--- config.mk ---
export PLATFORM = sky130hd
export DESIGN_NAME = vliw_dispatch
export DESIGN_NICKNAME = d
export VERILOG_FILES = /design/src/rtl/vliw_pkg.sv /design/src/rtl/vliw_slot_decode.sv /design/src/rtl/vliw_bundle_check.sv /design/src/rtl/vliw_lane_reg.sv /design/src/rtl/vliw_slot_counter.sv /design/src/rtl/vliw_dispatch.sv
export SDC_FILE = /design/constraint.sdc
export NUM_CORES = 1
export LEC_CHECK = 0
export ABC_AREA = 1
export CORE_AREA = 10 10 211 213
export CTS_CLUSTER_SIZE = 20
export DETAILED_ROUTE_END_ITERATION = 10
export DIE_AREA = 0 0 221 223
export PLACE_DENSITY = 0.61
export SLEW_MARGIN = 20
export SYNTH_ARGS = -nofsm -noshare
export SYNTH_HDL_FRONTEND = slang
export SYNTH_SLANG_ARGS = --single-unit
--- constraint.sdc ---
create_clock -name clk -period 7.3 [get_ports clk]
set_input_delay 0.73 -clock clk [delete_from_list [all_inputs] [get_ports clk]]
set_output_delay 0.73 -clock clk [all_outputs]
set_load 0.03 [all_outputs]
--- src/rtl/vliw_pkg.sv ---
package vliw_pkg;
  localparam int TMPL_W   = 5;
  localparam int SLOT_W   = 41;
  localparam int OP_W     = 4;
  localparam int IMM_W    = 16;
  localparam int REG_W    = 7;
  localparam int SLOTS    = 3;
  localparam int CLS_W    = 2;
  localparam int BUNDLE_W = TMPL_W + SLOTS * SLOT_W;

  typedef logic [CLS_W-1:0] ucls_t;
  localparam ucls_t CLS_INT = 2'd0;
  localparam ucls_t CLS_MEM = 2'd1;
  localparam ucls_t CLS_FP  = 2'd2;
  localparam ucls_t CLS_BR  = 2'd3;

  typedef struct packed {
    logic             nop;
    logic [OP_W-1:0]  op;
    logic [IMM_W-1:0] imm;
    logic [REG_W-1:0] dst;
    logic [REG_W-1:0] src1;
    logic [REG_W-1:0] src2;
  } slot_t;

  typedef struct packed {
    logic                   legal;
    ucls_t [SLOTS-1:0]      cls;
  } tmpl_t;

  // Slot classes listed as {slot2, slot1, slot0}.
  function automatic tmpl_t tmpl_decode(input logic [TMPL_W-1:0] code);
    tmpl_t r;
    r.legal = 1'b1;
    case (code)
      5'd0:    r.cls = {CLS_INT, CLS_INT, CLS_MEM};
      5'd1:    r.cls = {CLS_INT, CLS_MEM, CLS_MEM};
      5'd2:    r.cls = {CLS_INT, CLS_FP,  CLS_MEM};
      5'd3:    r.cls = {CLS_BR,  CLS_INT, CLS_MEM};
      5'd4:    r.cls = {CLS_BR,  CLS_INT, CLS_INT};
      5'd5:    r.cls = {CLS_FP,  CLS_MEM, CLS_MEM};
      5'd6:    r.cls = {CLS_BR,  CLS_FP,  CLS_FP};
      5'd7:    r.cls = {CLS_BR,  CLS_FP,  CLS_MEM};
      default: begin
        r.legal = 1'b0;
        r.cls   = '0;
      end
    endcase
    return r;
  endfunction
endpackage

--- src/rtl/vliw_slot_decode.sv ---
module vliw_slot_decode
  import vliw_pkg::*;
(
  input  logic [SLOT_W-1:0] slot_i,
  output slot_t             dec_o
);
  always_comb begin
    dec_o.op   = slot_i[SLOT_W-1 -: OP_W];
    dec_o.imm  = slot_i[3*REG_W +: IMM_W];
    dec_o.src2 = slot_i[2*REG_W +: REG_W];
    dec_o.src1 = slot_i[REG_W +: REG_W];
    dec_o.dst  = slot_i[0 +: REG_W];
    dec_o.nop  = (dec_o.op == '0);
  end
endmodule

--- src/rtl/vliw_bundle_check.sv ---
module vliw_bundle_check
  import vliw_pkg::*;
(
  input  logic [BUNDLE_W-1:0] bundle_i,
  output slot_t [SLOTS-1:0]   slots_o,
  output ucls_t [SLOTS-1:0]   lane_cls_o,
  output logic                tmpl_bad_o,
  output logic                cls_bad_o
);
  tmpl_t             tinfo;
  logic [SLOTS-1:0]  mis;

  assign tinfo = tmpl_decode(bundle_i[TMPL_W-1:0]);

  for (genvar k = 0; k < SLOTS; k++) begin : g_slot
    vliw_slot_decode u_dec (
      .slot_i (bundle_i[TMPL_W + k*SLOT_W +: SLOT_W]),
      .dec_o  (slots_o[k])
    );
    assign mis[k] = !slots_o[k].nop &&
                    (slots_o[k].op[OP_W-1 -: CLS_W] != tinfo.cls[k]);
  end

  assign lane_cls_o = tinfo.cls;
  assign tmpl_bad_o = !tinfo.legal;
  assign cls_bad_o  = tinfo.legal && (|mis);
endmodule

--- src/rtl/vliw_lane_reg.sv ---
module vliw_lane_reg
  import vliw_pkg::*;
(
  input  logic             clk,
  input  logic             rst,
  input  logic             advance_i,
  input  logic             load_i,
  input  logic [OP_W-1:0]  op_i,
  input  logic [IMM_W-1:0] imm_i,
  input  logic [REG_W-1:0] dst_i,
  input  logic [REG_W-1:0] src1_i,
  input  logic [REG_W-1:0] src2_i,
  input  ucls_t            cls_i,
  input  logic             ready_i,
  output logic             valid_o,
  output logic [OP_W-1:0]  op_o,
  output logic [IMM_W-1:0] imm_o,
  output logic [REG_W-1:0] dst_o,
  output logic [REG_W-1:0] src1_o,
  output logic [REG_W-1:0] src2_o,
  output ucls_t            cls_o
);
  always_ff @(posedge clk) begin
    if (rst) begin
      valid_o <= 1'b0;
      op_o    <= '0;
      imm_o   <= '0;
      dst_o   <= '0;
      src1_o  <= '0;
      src2_o  <= '0;
      cls_o   <= '0;
    end else if (advance_i) begin
      valid_o <= load_i;
      op_o    <= op_i;
      imm_o   <= imm_i;
      dst_o   <= dst_i;
      src1_o  <= src1_i;
      src2_o  <= src2_i;
      cls_o   <= cls_i;
    end else if (ready_i) begin
      valid_o <= 1'b0;
    end
  end

  AST_LANE_HOLD: assert property (@(posedge clk) disable iff (rst)
    valid_o && !ready_i |=> valid_o && $stable(op_o) && $stable(imm_o) &&
      $stable(dst_o) && $stable(src1_o) && $stable(src2_o) && $stable(cls_o));
  AST_LANE_DRAIN: assert property (@(posedge clk) disable iff (rst)
    valid_o && ready_i && !advance_i |=> !valid_o);
  AST_LANE_NO_EMPTY: assert property (@(posedge clk) disable iff (rst)
    valid_o |-> op_o != '0);
endmodule

--- src/rtl/vliw_slot_counter.sv ---
module vliw_slot_counter #(
  parameter int CNT_W = 16,
  parameter int ADD_W = 3
) (
  input  logic             clk,
  input  logic             rst,
  input  logic [ADD_W-1:0] add_i,
  output logic [CNT_W-1:0] cnt_o
);
  localparam int SUM_W = CNT_W + 1;
  localparam logic [CNT_W-1:0] CNT_MAX = '1;

  logic [SUM_W-1:0] sum;
  assign sum = {1'b0, cnt_o} + SUM_W'(add_i);

  always_ff @(posedge clk) begin
    if (rst)               cnt_o <= '0;
    else if (sum[CNT_W])   cnt_o <= CNT_MAX;
    else                   cnt_o <= sum[CNT_W-1:0];
  end

  AST_CNT_MONO: assert property (@(posedge clk) disable iff (rst)
    !$past(rst) |-> cnt_o >= $past(cnt_o));
  AST_CNT_SAT: assert property (@(posedge clk) disable iff (rst)
    !$past(rst) && $past(cnt_o) == CNT_MAX |-> cnt_o == CNT_MAX);
endmodule

--- src/rtl/vliw_dispatch.sv ---
module vliw_dispatch
  import vliw_pkg::*;
#(
  parameter int NUM_BUNDLES = 2,
  parameter int CNT_W       = 16,
  localparam int LANES      = NUM_BUNDLES * SLOTS,
  localparam int ADD_W      = $clog2(LANES + 1)
) (
  input  logic                        clk,
  input  logic                        rst,
  input  logic                        in_valid_i,
  output logic                        in_ready_o,
  input  logic [NUM_BUNDLES*BUNDLE_W-1:0] in_bundles_i,
  input  logic [LANES-1:0]            lane_ready_i,
  output logic [LANES-1:0]            lane_valid_o,
  output logic [LANES*CLS_W-1:0]      lane_cls_o,
  output logic [LANES*OP_W-1:0]       lane_op_o,
  output logic [LANES*IMM_W-1:0]      lane_imm_o,
  output logic [LANES*REG_W-1:0]      lane_dst_o,
  output logic [LANES*REG_W-1:0]      lane_src1_o,
  output logic [LANES*REG_W-1:0]      lane_src2_o,
  output logic                        err_tmpl_o,
  output logic                        err_cls_o,
  output logic [CNT_W-1:0]            cnt_filled_o,
  output logic [CNT_W-1:0]            cnt_empty_o
);
  slot_t [LANES-1:0]        lane_slot;
  ucls_t [LANES-1:0]        lane_cls;
  logic [NUM_BUNDLES-1:0]   b_tmpl_bad;
  logic [NUM_BUNDLES-1:0]   b_cls_bad;

  logic advance, accept, any_tmpl_bad, any_cls_bad, issue;
  logic [ADD_W-1:0] fill_add, empty_add;

  for (genvar b = 0; b < NUM_BUNDLES; b++) begin : g_bundle
    vliw_bundle_check u_chk (
      .bundle_i   (in_bundles_i[b*BUNDLE_W +: BUNDLE_W]),
      .slots_o    (lane_slot[b*SLOTS +: SLOTS]),
      .lane_cls_o (lane_cls[b*SLOTS +: SLOTS]),
      .tmpl_bad_o (b_tmpl_bad[b]),
      .cls_bad_o  (b_cls_bad[b])
    );
  end

  // Pair-level handshake: all lanes must be free, both bundles go together.
  assign advance      = &lane_ready_i;
  assign in_ready_o   = advance;
  assign accept       = in_valid_i && advance;
  assign any_tmpl_bad = |b_tmpl_bad;
  assign any_cls_bad  = |b_cls_bad;
  assign issue        = accept && !any_tmpl_bad && !any_cls_bad;

  for (genvar l = 0; l < LANES; l++) begin : g_lane
    vliw_lane_reg u_lane (
      .clk       (clk),
      .rst       (rst),
      .advance_i (advance),
      .load_i    (issue && !lane_slot[l].nop),
      .op_i      (lane_slot[l].op),
      .imm_i     (lane_slot[l].imm),
      .dst_i     (lane_slot[l].dst),
      .src1_i    (lane_slot[l].src1),
      .src2_i    (lane_slot[l].src2),
      .cls_i     (lane_cls[l]),
      .ready_i   (lane_ready_i[l]),
      .valid_o   (lane_valid_o[l]),
      .op_o      (lane_op_o[l*OP_W +: OP_W]),
      .imm_o     (lane_imm_o[l*IMM_W +: IMM_W]),
      .dst_o     (lane_dst_o[l*REG_W +: REG_W]),
      .src1_o    (lane_src1_o[l*REG_W +: REG_W]),
      .src2_o    (lane_src2_o[l*REG_W +: REG_W]),
      .cls_o     (lane_cls_o[l*CLS_W +: CLS_W])
    );
  end

  // Slot accounting for the pair being issued.
  always_comb begin
    fill_add  = '0;
    empty_add = '0;
    if (issue) begin
      for (int l = 0; l < LANES; l++) begin
        if (lane_slot[l].nop) empty_add = empty_add + ADD_W'(1);
        else                  fill_add  = fill_add  + ADD_W'(1);
      end
    end
  end

  vliw_slot_counter #(.CNT_W(CNT_W), .ADD_W(ADD_W)) u_cnt_fill (
    .clk   (clk),
    .rst   (rst),
    .add_i (fill_add),
    .cnt_o (cnt_filled_o)
  );

  vliw_slot_counter #(.CNT_W(CNT_W), .ADD_W(ADD_W)) u_cnt_empty (
    .clk   (clk),
    .rst   (rst),
    .add_i (empty_add),
    .cnt_o (cnt_empty_o)
  );

  always_ff @(posedge clk) begin
    if (rst) begin
      err_tmpl_o <= 1'b0;
      err_cls_o  <= 1'b0;
    end else begin
      err_tmpl_o <= accept && any_tmpl_bad;
      err_cls_o  <= accept && !any_tmpl_bad && any_cls_bad;
    end
  end

  AST_CLS_ERR_SILENT: assert property (@(posedge clk) disable iff (rst)
    err_cls_o |-> lane_valid_o == '0);
  AST_CLS_ERR_CAUSE: assert property (@(posedge clk) disable iff (rst)
    err_cls_o |-> !$past(rst) && $past(in_valid_i && in_ready_o));
  AST_TMPL_ERR_SILENT: assert property (@(posedge clk) disable iff (rst)
    err_tmpl_o |-> lane_valid_o == '0 && !err_cls_o);
  AST_IDLE_CLEAR: assert property (@(posedge clk) disable iff (rst)
    !in_valid_i && in_ready_o |=> lane_valid_o == '0 && !err_tmpl_o && !err_cls_o);
  AST_RESET_CLEAR: assert property (@(posedge clk)
    $past(rst) |-> lane_valid_o == '0 && !err_tmpl_o && !err_cls_o);
endmodule

==> flow_summary.json, run 1 <==
{
  "drtAntennaViolNets": 0,
  "critPathArrivalTime_ns": 5.52,
  "drv_slew": 0,
  "drc_errors": 0,
  "peakVddDrop_mv": 0.165,
  "grt_pass1_vias": 11578,
  "die_x_um": 221,
  "initial_utilization_pct": 28.8,
  "synth_common_cells": "500 x nor2_1, 298 x dfxtp_1, 273 x o21ai_0, 114 x nand2_1, 74 x inv_1",
  "synth_fp_nets": 1822,
  "clockBufferDepth": 3,
  "cts_buffers": 35,
  "fin_nets": 2333,
  "yosys_warnings": 0,
  "r2r_start": "u_cnt_fill.cnt_o[0]",
  "syn_avg_cell_area_um2": 7.54,
  "rsz0062_at_grt": "no",
  "synthMostInstantiatedCell": "nor2_1",
  "grtUsageTotal_pct": 18.7,
  "overflow": 0,
  "hp-class": "flop to flop",
  "min_period_over_period_pct": 69.2,
  "final.min_clock_period_ns": 5.05,
  "grt_max_degree": 157,
  "fmax_ghz": 0.198,
  "critPathBufInv": 4,
  "hold_violations": 0,
  "fp.dieH_um": 223,
  "synthTopCellsByArea": "dfxtp_1 51%, nor2_1 16%, o21ai_0 12%, nand2_1 3.7%, inv_1 2.4%",
  "cp-start-kind": "input pin",
  "crit_start": "in_bundles_i[42]",
  "reg2reg_to": "u_cnt_fill.cnt_o[14]",
  "core-area_um2": 40400,
  "path_depth": 27,
  "fillers": 4041,
  "grt_pass1_wl_um": 72900,
  "setup_viol_count_final": 0,
  "path_class": "input pin to flop",
  "fin_ws_ns": 2.25,
  "cp_slowest_cell": "clkdlybuf4s50_1",
  "routed_via_density": 4.55,
  "wl_per_cell_um": 18.4,
  "detailed_place_hpwl_um": 36500,
  "status": "complete, no violations",
  "critPathMaxStageDelay_ns": 0.43,
  "syn_area_um2": 11600,
  "place_congestion": 0.822,
  "tns_ns": 0,
  "r2r_slack_ns": 5.19,
  "die_area_um2": 49300,
  "placementRows": 74,
  "yosysTopAreaCell": "dfxtp_1",
  "wl_um": 48100,
  "syn-instance-count": 1541,
  "drive_above_1_share_pct": 4.29,
  "clk_pin_slew_ns": 0.06,
  "synthArstFlopShare_pct": 0,
  "post_cts_buffers": 0,
  "leakage_nw": 7.13,
  "drv_cap": 0,
  "cts-root-buf": "clkbuf_16",
  "tightestPinTransition_ns": 1.04,
  "dr.pass1.iters": 5,
  "fin_skew_ns": 0.00753,
  "cts_tree": "done",
  "vias": 11907,
  "ys_ff_latch": 298,
  "port_buffers": 563,
  "reg2regPathDepth": 11,
  "synth.distinct_cells": 34,
  "area_delta_synth_final_pct": 61.7,
  "cp_max_fo": 9,
  "critPathRequiredTime_ns": 7.77,
  "end_kind": "flop",
  "place_ws_ns": 1.69,
  "p_per_area_nw_per_um2": 203,
  "synth_top_area_share_pct": 51.3,
  "synth-edff-count": 0,
  "cpLargestDelayFamily": "simple AND/OR/NAND/NOR gates",
  "slew_headroom_pct": 30.8,
  "clk_latency_ns": 0.53,
  "io_pins": 564,
  "cts_hold_buf": 0,
  "hold-worst-slack_ns": 0.465,
  "worstSetupEndpoint": "u_cnt_fill.cnt_o[14]",
  "ctsHtreeMaxLevel": 2,
  "ys_seq_area_share_pct": 51.3,
  "clock-sinks": 298,
  "postCtsResizedCells": 0,
  "antenna_found_initial": 9,
  "drt_iter0_markers": 869,
  "synthFlopType": "dfxtp_1"
}
-- stage by stage --
stage | area (um^2) | util, % | power [mW] | instances
global placement | 17600 | 43.5 | 2.04 | 2547
detailed placement | 17600 | 43.5 | 2.05 | 2547
global route | 18800 | 46.5 | 3.98 | 2613
CTS | 18800 | 46.5 | 3.88 | 2609
floorplan | 11600 | - | 1.83 | 1541
finish | 18800 | 46.5 | 3.82 | 2616
-- power breakdown --
| group | leakage, nW | internal [mW] | switching, mW |
|---|---|---|---|
| registers | 2.40 | 1.64 | 0.00899 |
| clock network | 0.588 | 1.12 | 0.685 |
| logic | 4.14 | 0.193 | 0.163 |
| total | 7.13 | 2.96 | 0.857 |
-- metal layers --
layer / up-vias / GRT usage [%] / routed length, um
met5: - / 0 / 44
met4: 6 / 6.74 / 1510
met3: 76 / 7.22 / 4060
met2: 389 / 31.4 / 23100
met1: 5452 / 21.2 / 19400
li1: 5984 / - / -
-- worst min-delay path by stage --
stage                                         from                  endpoint  cells after the start  slack (ns)
after detailed placement  g_lane[1].u_lane.valid_o  g_lane[1].u_lane.valid_o                      2        0.46
final                     g_lane[1].u_lane.valid_o  g_lane[1].u_lane.valid_o                      2        0.47
after global routing      g_lane[1].u_lane.valid_o  g_lane[1].u_lane.valid_o                      2        0.49
after CTS                 g_lane[1].u_lane.valid_o  g_lane[1].u_lane.valid_o                      2        0.47
after global placement    g_lane[5].u_lane.valid_o  g_lane[5].u_lane.valid_o                      2        0.46
after floorplan           g_lane[0].u_lane.valid_o  g_lane[0].u_lane.valid_o                      2        0.44
-- placed cells by master (no fill, tap or decap), types with 18 or more instances in the layout --
cell	count
o21ai_0	273
dfxtp_1	298
nand2_1	114
clkbuf_16	37
nand3_1	39
inv_1	73
clkdlybuf4s50_1	563
nor2_1	500
xor2_1	18
a21oi_1	53
-- sequential cells by signal (all words and copies together) (netlist names) --
signal / count
g_lane.u_lane.dst_o: 42
u_cnt_fill.cnt_o: 16
g_lane.u_lane.valid_o: 6
g_lane.u_lane.op_o: 24
g_lane.u_lane.cls_o: 12
g_lane.u_lane.imm_o: 96
err_cls_o: 1
u_cnt_empty.cnt_o: 16
err_tmpl_o: 1
g_lane.u_lane.src2_o: 42
g_lane.u_lane.src1_o: 42
-- worst register-to-register path, delay by kind of cell (launching register included) --
family / cells / cell delay [ns]
AOI/OAI and AO/OA: 3 / 0.42
adders and majority gates: 2 / 0.64
buffers and inverters: 2 / 0.17
DFF: 1 / 0.32
and+or+nand+nor: 4 / 0.46
-- cell families after synthesis --
logic type      after synthesis  synth area share (%)
fa+ha+maj                    16                  1.85
simple gates                697                  24.5
buf+inv                     174                  6.18
compound gates              332                  14.4
xor+xnor                     24                  1.81
flops                       298                  51.3
-- cell type report --
cell class	instances	area [um^2]	share of cell area (%)
timing repair buffer	569	5680	30.2
clock inverter	8	118	0.626
inverter	79	312	1.66
clock buffer	54	1080	5.75
multi-input combinational	1069	4950	26.3
tap	532	666	3.54
sequential	298	5970	31.8
antenna	7	17.5	0.0932
Note: power is estimated with default switching activity, not from simulation.
==> run 2: changes to the inputs <==
- CORE_AREA: 10 10 211 213 -> 10 10 213 215
- DIE_AREA: 0 0 221 223 -> 0 0 223 225
- PLACE_DENSITY: 0.61 -> 0.6
- clock period: 7.3 -> 4.7 ns (I/O delays scaled with it)
==> run 2 against run 1 <==
Compared with the run above: sequential share of layout area down 0.32 points; combinational power is 59% higher; register-to-register slack lost 2.6 ns; critical path type unchanged; worst hold slack got worse by 0.13 ns; largest power group unchanged; count of clock-buffer cells in the layout down 1.
==> flow_summary.json, run 2 (synthesis gave the netlist of run 1 again) <==
{
  "leakage_nw": 7.24,
  "clk_latency_ns": 0.54,
  "min_period_over_period_pct": 93.2,
  "fin_ws_ns": 0.321,
  "critPathArrivalTime_ns": 4.84,
  "hold_start": "in_bundles_i[42]",
  "final.min_clock_period_ns": 4.38,
  "core-area_um2": 41400,
  "clockBufferDepth": 3,
  "final_common_cell": "clkdlybuf4s50_1",
  "r2r_slack_ns": 2.62,
  "placementRows": 75,
  "vias": 11988,
  "end_kind": "flop",
  "place_ws_ns": -0.496,
  "clk_pin_slew_ns": 0.06,
  "grt_pass1_vias": 11633,
  "grt_pass1_wl_um": 72500,
  "largest_reg_flops": 96,
  "design_area_um2": 19000,
  "final_cells": 2645,
  "dr.pass1.iters": 5,
  "reg2regPathDepth": 10,
  "hold-worst-slack_ns": 0.332,
  "cts_buffers": 36,
  "port_buffers": 563,
  "io_pins": 564,
  "reg2reg_to": "u_cnt_empty.cnt_o[12]",
  "hold_violations": 0,
  "rsz0062_at_grt": "no",
  "overflow": 0,
  "status": "complete, no violations",
  "path_class": "input pin to flop",
  "cts-root-buf": "clkbuf_16",
  "wl_um": 48800,
  "fmax_ghz": 0.228,
  "routed_via_density": 4.53,
  "finalPower_mw": 5.78,
  "hp-class": "input pin to flop",
  "cp-start-kind": "input pin",
  "grt_max_degree": 236,
  "drive_above_1_share_pct": 5.84,
  "grtUsageTotal_pct": 18.3,
  "ctsHtreeMaxLevel": 2,
  "r2r_start": "u_cnt_empty.cnt_o[0]",
  "p_per_area_nw_per_um2": 304,
  "fin_nets": 2360,
  "worstSetupEndpoint": "u_cnt_empty.cnt_o[12]",
  "crit_start": "in_bundles_i[84]",
  "drtAntennaViolNets": 0,
  "initial_utilization_pct": 28.1,
  "area_delta_synth_final_pct": 63.3,
  "drv_cap": 0,
  "tns_ns": 0,
  "die_area_um2": 50200,
  "dp_cells": 2577,
  "drv_slew": 0,
  "cp_max_fo": 4,
  "drt_iter0_markers": 952,
  "die_x_um": 223,
  "fin_skew_ns": 0.00508,
  "largest_register": "g_lane.u_lane.imm_o",
  "peakVddDrop_mv": 0.236,
  "slew_headroom_pct": 6.40,
  "setup_viol_count_final": 0,
  "fp.dieH_um": 225,
  "final_cell_mix": "561 x clkdlybuf4s50_1, 498 x nor2_1, 298 x dfxtp_1",
  "antenna_found_initial": 1,
  "place_congestion": 0.840,
  "dpl_cell_area_um2": 17800,
  "fin_util_pct": 45.9,
  "wl_per_cell_um": 18.5,
  "drc_errors": 0,
  "tightestPinTransition_ns": 1.40,
  "critPathRequiredTime_ns": 5.16,
  "cts_tree": "done",
  "detailed_place_hpwl_um": 36400,
  "cts_hold_buf": 0,
  "clock-sinks": 298
}
==> run 2: changes by cell type in the layout (fill, tap and decap cells not counted), sizes merged <==
cell,change
inv,+2
diode,-6
clkbuf,-1
clkinv,+2
clkdlybuf4s50,-2
buf,+26
clkinvlp,+1
bufinv,-2
dlymetal6s2s,+2
==> run 2: final cells by class <==
cell class	count	area [um^2]
Clock buffer	53	1010
Tap cell	539	674
Clock inverter	11	92.6
Sequential cell	298	5970
Antenna cell	1	2.50
Inverter	79	312
Timing Repair Buffer	595	5920
Fill cell	4089	22400
Multi-Input combinational cell	1069	5010
==> run 2: report_power, final <==
| group | internal, mW | total (mW) | leakage [nW] | switching (mW) |
|---|---|---|---|---|
| combinational | 0.305 | 0.566 | 4.30 | 0.261 |
| sequential | 2.55 | 2.57 | 2.40 | 0.0142 |
| clock | 1.54 | 2.64 | 0.534 | 1.10 |
==> run 2: metal layers <==
layer  wire length [um]  vias up  part of all wire [%]  track usage [%]
met5                  0        -                     0                0
met4               1370        0                   2.8             6.23
met3               3940       70                   8.1             5.77
met2              24100      409                    49             31.6
met1              19400     5495                    40             21.0
li1                   -     6014                     -                -
==> run 2: repair_timing <==
item,4_1_cts,5_1_grt
endpoints found under the hold margin,0,0
setup endpoints to repair,0,32
buffers inserted,0,3
resized for setup,0,18
==> run 2: how the worst min path moves through the flow <==
stage / to / cells after the start
6_report: g_lane[0].u_lane.op_o[0] / 3
5_1_grt: g_lane[0].u_lane.op_o[0] / 3
4_1_cts: g_lane[2].u_lane.valid_o / 2
3_5_place_dp: g_lane[2].u_lane.valid_o / 2
3_3_place_gp: g_lane[0].u_lane.valid_o / 2
2_1_floorplan: g_lane[0].u_lane.valid_o / 2
==> run 2: worst max-delay path, stage by stage <==
cell	delay, ns
clkdlybuf4s50_1	0.46
nor2_2	0.15
nand3_2	0.15
buf_4	0.17
inv_1	0.05
ha_1	0.15
nand2_1	0.08
o21ai_2	0.10
ha_1	0.26
nand2_1	0.08
o21ai_0	0.11
ha_1	0.31
nand2_1	0.07
nand2_1	0.07
ha_1	0.19
nand2_1	0.07
xor2_1	0.17
xnor2_1	0.15
nor2_1	0.07
ha_1	0.35
a21oi_1	0.09
or2_4	0.25
nor2_4	0.11
nand3_4	0.10
nor3_4	0.23
buf_4	0.15
o21ai_0	0.07
a31oi_1	0.18
==> run 3: changes to the inputs <==
- CORE_AREA: 10 10 213 215 -> 10 10 211 213
- DIE_AREA: 0 0 223 225 -> 0 0 221 223
- PLACE_DENSITY: 0.6 -> 0.61
- clock period: 4.7 -> 5.65 ns (I/O delays scaled with it)
==> run 3 against run 2 <==
Compared with the run above: die area decreased by 1.8%; combinational power shrank 18%; power is 14% lower; sequential cell count is the same; count of clock-buffer cells in the layout fell by 2; sequential power is 17% lower; non-clock buffer count shrank 23; utilization grew 0.77 points; register-to-register slack improved by 0.91 ns.
==> flow_summary.json, run 3 (synthesis gave the netlist of run 1 again) <==
{
  "path_class": "input pin to flop",
  "dp_cells": 2550,
  "fillers": 3991,
  "io_pins": 564,
  "final_cells": 2614,
  "fin_ws_ns": 0.742,
  "placementRows": 74,
  "grtUsageTotal_pct": 18.6,
  "grt_pass1_vias": 11483,
  "sw_frac_of_total_pct": 22.8,
  "end_kind": "flop",
  "die_x_um": 221,
  "cts_hold_buf": 0,
  "postCtsResizedCells": 0,
  "critPathArrivalTime_ns": 5.38,
  "final_cell_mix": "563 x clkdlybuf4s50_1, 500 x nor2_1, 298 x dfxtp_1",
  "critPathMaxStageDelay_ns": 0.42,
  "seq_area_um2": 5970,
  "detailed_place_hpwl_um": 36100,
  "largest_register": "g_lane.u_lane.imm_o",
  "antenna_found_initial": 4,
  "grt_pass1_wl_um": 73000,
  "place_ws_ns": 0.198,
  "overflow": 0,
  "initial_utilization_pct": 28.8,
  "drt_iter0_markers": 1049,
  "dr.pass1.iters": 5,
  "multi_input_area_um2": 4950,
  "cts-root-buf": "clkbuf_16",
  "p_sw_mw": 1.13,
  "drive_above_1_share_pct": 4.52,
  "drv_slew": 0,
  "fin_nets": 2337,
  "p_per_area_nw_per_um2": 263,
  "final.min_clock_period_ns": 4.91,
  "power_frac_seq_pct": 43.2,
  "drv_cap": 0,
  "fp.dieH_um": 223,
  "post_cts_buffers": 0,
  "design_area_um2": 18800,
  "finalPower_mw": 4.95,
  "fin_skew_ns": 0.00740,
  "tightestPinTransition_ns": 1.28,
  "wl_per_cell_um": 18.5,
  "min_period_over_period_pct": 86.9,
  "clock-sinks": 298,
  "fin_util_pct": 46.6,
  "port_buffers": 563,
  "hold_violations": 0,
  "core-area_um2": 40400,
  "final_common_cell": "clkdlybuf4s50_1",
  "peakVddDrop_mv": 0.203,
  "area_delta_synth_final_pct": 62.0,
  "wl_um": 48400,
  "slew_headroom_pct": 14.3,
  "vias": 12005,
  "place_congestion": 0.844,
  "drc_errors": 0,
  "clk_pin_slew_ns": 0.06,
  "cp-start-kind": "input pin",
  "rsz0062_at_grt": "no",
  "pwr-share-comb_pct": 9.4,
  "critPathRequiredTime_ns": 6.12,
  "grt_max_degree": 236,
  "clock_power_share_pct": 47.5,
  "leakage_nw": 7.16,
  "tns_ns": 0,
  "fmax_ghz": 0.204,
  "status": "complete, no violations",
  "hp-class": "flop to flop",
  "ctsHtreeMaxLevel": 2,
  "cp_max_fo": 9,
  "clk_latency_ns": 0.53,
  "dpl_cell_area_um2": 17600,
  "routed_via_density": 4.59,
  "die_area_um2": 49300,
  "largest_reg_flops": 96,
  "hold-worst-slack_ns": 0.468,
  "clockBufferDepth": 3,
  "cp_slowest_cell": "clkdlybuf4s50_1",
  "cts_tree": "done",
  "p_int_mw": 3.82,
  "setup_viol_count_final": 0,
  "cts_buffers": 36,
  "drtAntennaViolNets": 0
}
run 3: final timing paths:
path / slack [ns] / endpoint / cells past startpoint / from
worst max-delay path: 0.74 / u_cnt_empty.cnt_o[11] / 29 / in_bundles_i[42]
worst min-delay path: 0.47 / g_lane[4].u_lane.valid_o / 2 / g_lane[4].u_lane.valid_o
worst max register to register: 3.53 / u_cnt_fill.cnt_o[9] / 10 / u_cnt_fill.cnt_o[0]
worst min register to register: 0.47 / g_lane[4].u_lane.valid_o / 2 / g_lane[4].u_lane.valid_o
run 3: cell type report:
class / count / share of cell area, %
Sequential cell: 298 / 31.7
Timing Repair Buffer: 572 / 30.4
Multi-Input combinational cell: 1069 / 26.3
Clock buffer: 51 / 5.68
Tap cell: 532 / 3.54
Inverter: 79 / 1.66
Clock inverter: 10 / 0.678
Antenna cell: 3 / 0.0399
run 3: power groups by stage:
stage | Clock, mW | Combinational (mW) | Sequential [mW]
2_1_floorplan | 0 | 0.138 | 2.23
3_3_place_gp | 0 | 0.458 | 2.18
3_5_place_dp | 0 | 0.462 | 2.18
4_1_cts | 2.42 | 0.467 | 2.14
5_1_grt | 2.51 | 0.506 | 2.14
6_report | 2.35 | 0.464 | 2.14
run 3: routing by layer:
layer,global-route usage [%],wire length (um),up-vias
li1,-,-,5978
met5,0,26,-
met1,21.6,19800,5562
met2,32.7,24300,413
met4,4.77,701,4
met3,5.70,3590,48
run 3: critical path: cells and delay by family:
family,cells,cell delay (ns)
buffers and inverters,5,0.72
xor gates and xnor gates,2,0.34
AOI/OAI and AO/OA,3,0.26
adders and majority gates,5,1.50
and+or+nand+nor,14,1.98
